$ cat src/rtl/opu_pkg.sv
package opu_pkg;
  localparam int XLEN     = 16;
  localparam int REG_AW   = 3;
  localparam int NUM_REGS = 1 << REG_AW;
  localparam int IMM_W    = 5;
  localparam int OPC_W    = 4;

  localparam logic [OPC_W-1:0] OPC_ADD = 4'b0001;
  localparam logic [OPC_W-1:0] OPC_AND = 4'b0101;
  localparam logic [OPC_W-1:0] OPC_NOT = 4'b1001;

  typedef enum logic [1:0] {
    FN_ADD = 2'd0,
    FN_AND = 2'd1,
    FN_NOT = 2'd2
  } alu_fn_e;

  typedef struct packed {
    logic              wen;
    alu_fn_e           fn;
    logic [REG_AW-1:0] dst;
    logic [REG_AW-1:0] sa;
    logic [REG_AW-1:0] sb;
    logic              use_imm;
    logic [XLEN-1:0]   imm;
  } dec_t;
endpackage

$ cat src/rtl/opu_decode.sv
module opu_decode
  import opu_pkg::*;
(
  input  logic            valid_i,
  input  logic [XLEN-1:0] instr_i,
  output dec_t            dec_o
);
  logic [OPC_W-1:0] opc;
  assign opc = instr_i[15:12];

  always_comb begin
    dec_o.dst     = instr_i[11:9];
    dec_o.sa      = instr_i[8:6];
    dec_o.sb      = instr_i[2:0];
    dec_o.use_imm = instr_i[5];
    dec_o.imm     = {{(XLEN-IMM_W){instr_i[IMM_W-1]}}, instr_i[IMM_W-1:0]};
    dec_o.fn      = FN_ADD;
    dec_o.wen     = 1'b0;
    unique case (opc)
      OPC_ADD: begin dec_o.fn = FN_ADD; dec_o.wen = valid_i; end
      OPC_AND: begin dec_o.fn = FN_AND; dec_o.wen = valid_i; end
      OPC_NOT: begin
        dec_o.fn  = FN_NOT;
        // low six bits must be all ones, otherwise no-op
        dec_o.wen = valid_i && (&instr_i[5:0]);
      end
      default: dec_o.wen = 1'b0;
    endcase
  end
endmodule

$ cat src/rtl/opu_alu.sv
module opu_alu
  import opu_pkg::*;
#(
  parameter int DATA_W = XLEN
) (
  input  alu_fn_e           fn_i,
  input  logic [DATA_W-1:0] a_i,
  input  logic [DATA_W-1:0] b_i,
  output logic [DATA_W-1:0] y_o
);
  always_comb begin
    unique case (fn_i)
      FN_ADD:  y_o = a_i + b_i;  // wraps, no carry out
      FN_AND:  y_o = a_i & b_i;
      FN_NOT:  y_o = ~a_i;
      default: y_o = '0;
    endcase
  end
endmodule

$ cat src/rtl/opu_regfile.sv
module opu_regfile #(
  parameter int DATA_W   = 16,
  parameter int NUM_REGS = 8,
  localparam int AW      = $clog2(NUM_REGS)
) (
  input  logic              clk_i,
  input  logic              rst_ni,
  input  logic [AW-1:0]     ra_i,
  input  logic [AW-1:0]     rb_i,
  output logic [DATA_W-1:0] rda_o,
  output logic [DATA_W-1:0] rdb_o,
  input  logic              we_i,
  input  logic [AW-1:0]     wa_i,
  input  logic [DATA_W-1:0] wd_i
);
  logic [DATA_W-1:0] regs_q [NUM_REGS];

  for (genvar g = 0; g < NUM_REGS; g++) begin : g_entry
    always_ff @(posedge clk_i or negedge rst_ni) begin
      if (!rst_ni)                             regs_q[g] <= '0;
      else if (we_i && (wa_i == AW'(g)))       regs_q[g] <= wd_i;
    end
  end

  // two independent read ports, old value on same-cycle write
  assign rda_o = regs_q[ra_i];
  assign rdb_o = regs_q[rb_i];
endmodule

$ cat src/rtl/opu_core.sv
module opu_core
  import opu_pkg::*;
(
  input  logic              clk_i,
  input  logic              rst_ni,
  input  logic              instr_valid_i,
  input  logic [XLEN-1:0]   instr_i,
  output logic              wr_valid_o,
  output logic [REG_AW-1:0] wr_addr_o,
  output logic [XLEN-1:0]   wr_data_o
);
  dec_t            dec;
  logic [XLEN-1:0] src_a, src_b, opnd_b, result;

  opu_decode u_dec (
    .valid_i (instr_valid_i),
    .instr_i (instr_i),
    .dec_o   (dec)
  );

  opu_regfile #(
    .DATA_W   (XLEN),
    .NUM_REGS (NUM_REGS)
  ) u_rf (
    .clk_i  (clk_i),
    .rst_ni (rst_ni),
    .ra_i   (dec.sa),
    .rb_i   (dec.sb),
    .rda_o  (src_a),
    .rdb_o  (src_b),
    .we_i   (dec.wen),
    .wa_i   (dec.dst),
    .wd_i   (result)
  );

  assign opnd_b = dec.use_imm ? dec.imm : src_b;

  opu_alu #(.DATA_W(XLEN)) u_alu (
    .fn_i (dec.fn),
    .a_i  (src_a),
    .b_i  (opnd_b),
    .y_o  (result)
  );

  always_ff @(posedge clk_i or negedge rst_ni) begin
    if (!rst_ni) begin
      wr_valid_o <= 1'b0;
      wr_addr_o  <= '0;
      wr_data_o  <= '0;
    end else begin
      wr_valid_o <= dec.wen;
      if (dec.wen) begin
        wr_addr_o <= dec.dst;
        wr_data_o <= result;
      end
    end
  end
endmodule

$ cat config.mk
export PLATFORM = sky130hd
export DESIGN_NAME = opu_core
export DESIGN_NICKNAME = d
export VERILOG_FILES = /design/src/rtl/opu_pkg.sv /design/src/rtl/opu_decode.sv /design/src/rtl/opu_alu.sv /design/src/rtl/opu_regfile.sv /design/src/rtl/opu_core.sv
export SDC_FILE = /design/constraint.sdc
export NUM_CORES = 1
export LEC_CHECK = 0
export BUFFER_PORTS_ARGS = -buffer_cell sky130_fd_sc_hd__buf_2
export CAP_MARGIN = 10
export CELL_PAD_IN_SITES_DETAIL_PLACEMENT = 1
export CELL_PAD_IN_SITES_GLOBAL_PLACEMENT = 1
export CORE_UTILIZATION = 30
export CTS_CLUSTER_DIAMETER = 150
export DETAILED_ROUTE_END_ITERATION = 10
export PLACE_DENSITY_LB_ADDON = 0.1
export SYNTH_ARGS = -nofsm -noshare
export SYNTH_HDL_FRONTEND = slang
export SYNTH_SLANG_ARGS = --single-unit
$ cat constraint.sdc
create_clock -name clk_i -period 4.38 [get_ports clk_i]
set_clock_uncertainty 0.1 [all_clocks]
set_input_delay 0.876 -clock clk_i [delete_from_list [all_inputs] [get_ports clk_i]]
set_output_delay 0.876 -clock clk_i [all_outputs]
set_load 0.005 [all_outputs]
==> flow_summary_export.csv <==
group,metric,value,unit
floorplanning,start_util,0.308,
synthesis,synth-main-ff-cell,"dfrtp_1",
job,cap_violations,0,
clock_network,clk-insertion-delay-late,0.44,ns
sta,timing.final.crit_share,0.895,
synthesis,synth_cell_types,71,
worst_hold_path,min-delay-start,"wr_addr_o[2]$_DFFE_PN0P_",
clock_network,cts.sinks,148,
placement,place_ws,-0.0127,ns
finish,fin_nets,860,
clock_network,cts_tree,"done",
sta,rsz0062_at_grt,"no",
sta,finalSetupTns,0,ns
drt,routed_wl,28600,um
drt,antenna_left,0,
synthesis,synth_edf_count,0,
clock_network,cts_resized,0,
synthesis,seq_area_frac_synth,0.416,
floorplanning,io_pins,39,
floorplanning,die_area,0.0304,mm2
clock_network,clk_pin_slew,0.07,ns
worst_setup_path,startpoint,"instr_i[6]",
clock_network,cts_root_buffer,"clkbuf_16",
outcome,status,"finished clean",
power_and_ir_drop,power.density,489,mW/mm2
floorplanning,die_w,174,um
drt,drtIter0Drc,351,
clock_network,cts-hold-fix-buffers,0,
drt,wl_per_cell,23.4,um
placement,dp_hpwl,20800,um
worst_setup_path,r2r_slack,0.91,ns
sta,hold_ws,0.391,ns
worst_setup_path,worstSetupEndpointType,"register",
synthesis,ys_warn_count,0,
placement,port_buffers,38,
global_route,grt_pass1_vias,7190,
worst_setup_path,cp.arrival,4.19,ns
worst_hold_path,min_to,"wr_addr_o[2]$_DFFE_PN0P_",
global_route,grt_usage,0.198,
worst_setup_path,crit_chain,"buf_2 -> buf_12 -> mux4_1 -> mux2_2 -> ha_1 -> a21oi_1 -> o21ai_0 -> a221oi_1 -> nand4_1 -> o221ai_4 -> mux2_2",
clock_network,cts_buffers,17,
drt,firstDrtPassIters,5,
finish,drive_gt1_frac,0.352,
sta,timing.slew.headroom,0.289,
worst_hold_path,hold_path.class,"reg2reg",
worst_setup_path,reg2reg_depth,9,
synthesis,syn_avg_cell_area,11.8,um2
clock_network,htreeDepth,4,
finish,area_delta_synth_final,17.1,%
synthesis,syn_inst,754,
synthesis,synth_nets,790,
worst_setup_path,crit_path_top_delay_cell,"mux4_1",
placement,gp_congestion,0.829,
sta,period_needed,3.92,ns
sta,max_freq,255,MHz
clock_network,clockBufferDepth,2,
clock_network,post_cts_buffers,0,
global_route,grt_overflow,0,
global_route,grt_pass1_wl,45200,um
floorplanning,num_rows,62,
drt,drcViolationCount,0,
synthesis,synth_seq_cells,148,
synthesis,async_flop_share,1.00,
sta,worstMarginPinSlew,1.07,ns
synthesis,yosysTopAreaCell,"dfrtp_1",
drt,viasPerCell,5.41,
worst_setup_path,r2r_end,"u_rf.regs_q[61]$_DFFE_PN0P_",
sta,setup_ws,0.461,ns
worst_setup_path,worstPathMaxFanout,16,
finish,antenna_cells,0,
synthesis,synth_top_area_frac,0.416,
worst_setup_path,cp-start-kind,"input pin",
drt,vias,6607,
power_and_ir_drop,peakVddDrop,0.000210,V
global_route,grt_start_max_net_pins,108,
sta,slew_violations,0,
worst_setup_path,timing.setup.critical_path_class,"in2reg",
worst_setup_path,r2r-start,"u_rf.regs_q[38]$_DFFE_PN0P_",
worst_setup_path,crit_required,4.65,ns
floorplanning,coreArea,0.0289,mm2
worst_setup_path,max_stage_delay,0.59,ns
sta,setup_viol_count_final,0,
finish,fin_util,0.360,
worst_hold_path,hold-path-cell-count,2,
synthesis,synth.cell_area,0.00891,mm2
synthesis,synthTopCellsByArea,"dfrtp_1 42%, mux4_2 12%, mux2_2 8.8%",
global_route,antenna_found_initial,1,
worst_setup_path,path_common_cell,"mux2_2",
power_and_ir_drop,p_leak,4.63,nW
sta,hold_viol,0,
floorplanning,fp.dieH,174,um
-- area by class of cell --
type,instances,area (um2)
clock buffer,18,429
clock inverter,14,165
fill,3156,18500
inverter,7,26.3
multi-input combinational,548,4850
sequential,148,3700
tap,384,480
timing repair buffer,102,777
-- how the worst max path moves through the flow --
stage                                  endpoint  slack (ns)  cells after the start
floorplan            u_rf.regs_q[8]$_DFFE_PN0P_        0.30                     14
global placement      wr_data_o[12]$_DFFE_PN0P_        0.03                     13
detailed placement  u_rf.regs_q[61]$_DFFE_PN0P_       -0.01                     12
CTS                 u_rf.regs_q[61]$_DFFE_PN0P_        0.44                     12
global route        u_rf.regs_q[61]$_DFFE_PN0P_        0.28                     11
finish              u_rf.regs_q[61]$_DFFE_PN0P_        0.46                     11
-- where the power goes --
group / leakage (nW) / switching [mW] / internal, mW / total (mW)
clock: 0.284 / 0.664 / 0.859 / 1.52
combinational: 2.38 / 0.900 / 0.804 / 1.70
sequential: 1.96 / 0.216 / 1.65 / 1.87
-- synth_stat cells (4+ instances only) --
library cell / instances
buf_4: 6
xnor2_1: 5
a21oi_1: 36
nand2_1: 101
a221oi_2: 6
nand2b_1: 5
ha_1: 16
buf_6: 10
o211ai_1: 6
inv_1: 7
dfrtp_1: 148
nor2_2: 4
o21ai_0: 65
or3_1: 6
a31oi_1: 9
clkbuf_1: 17
or2_2: 4
mux4_1: 12
nand3_1: 7
a211oi_1: 5
nor2_1: 35
mux2i_1: 20
o21ai_2: 8
mux4_2: 46
a21o_1: 7
o21ai_1: 14
and4_1: 4
mux2_2: 70
buf_2: 14
-- cells in the final DEF, fill, tap and decap left out, types with 6 or more instances in the layout --
master	netlist	routed
a21o_1	7	7
a21oi_1	36	36
a221oi_2	6	6
a31oi_1	9	9
buf_12	0	8
buf_2	14	37
buf_4	6	56
clkbuf_16	0	17
dfrtp_1	148	148
ha_1	16	16
inv_1	7	7
mux2_2	70	70
mux2i_1	20	20
mux4_1	12	12
mux4_2	46	46
nand2_1	101	101
nand3_1	7	7
nor2_1	35	35
o211ai_1	6	6
o21ai_0	65	65
o21ai_1	14	14
o21ai_2	8	8
or3_1	6	6
-- registers in the layout (all words and copies together) (netlist names) --
| signal | cells |
|---|---|
| wr_data_o | 16 |
| wr_addr_o | 3 |
| u_rf.regs_q | 128 |
| wr_valid_o | 1 |
-- routing by layer --
| metal | global-route usage | part of all wire |
|---|---|---|
| met4 | 0.0504 | 0.015 |
| met2 | 0.315 | 0.47 |
| met1 | 0.286 | 0.48 |
| met3 | 0.0230 | 0.030 |
| met5 | 0 | 0 |
-- logic make-up (layout without fill, tap and decap cells) --
group,after synthesis,in the layout,synth area share
buffers and inverters,58,141,0.0399
multiplexers,150,150,0.266
AND/OR/NAND/NOR,192,192,0.107
XOR/XNOR,7,7,0.00688
AO/OA/AOI/OAI,182,182,0.140
adder cells (fa/ha/maj),17,17,0.0247
flip-flops,148,148,0.416
-- metrics by stage --
stage	power [mW]	cells	area [um2]
6_report	5.10	1221	10400
5_1_grt	5.40	1221	10400
4_1_cts	5.15	1221	10400
3_5_place_dp	3.60	1189	9840
3_3_place_gp	3.52	1189	9840
2_1_floorplan	2.90	754	8910
-- worst max-delay path: cells and delay by family --
family                   cells  cell delay [ns]
buffers and inverters        2             0.32
AND/OR/NAND/NOR              1             0.23
multiplexers                 3             1.17
AO/OA/AOI/OAI                4             1.25
adder cells (fa/ha/maj)      1             0.32
Note: power is estimated with default switching activity, not from simulation.
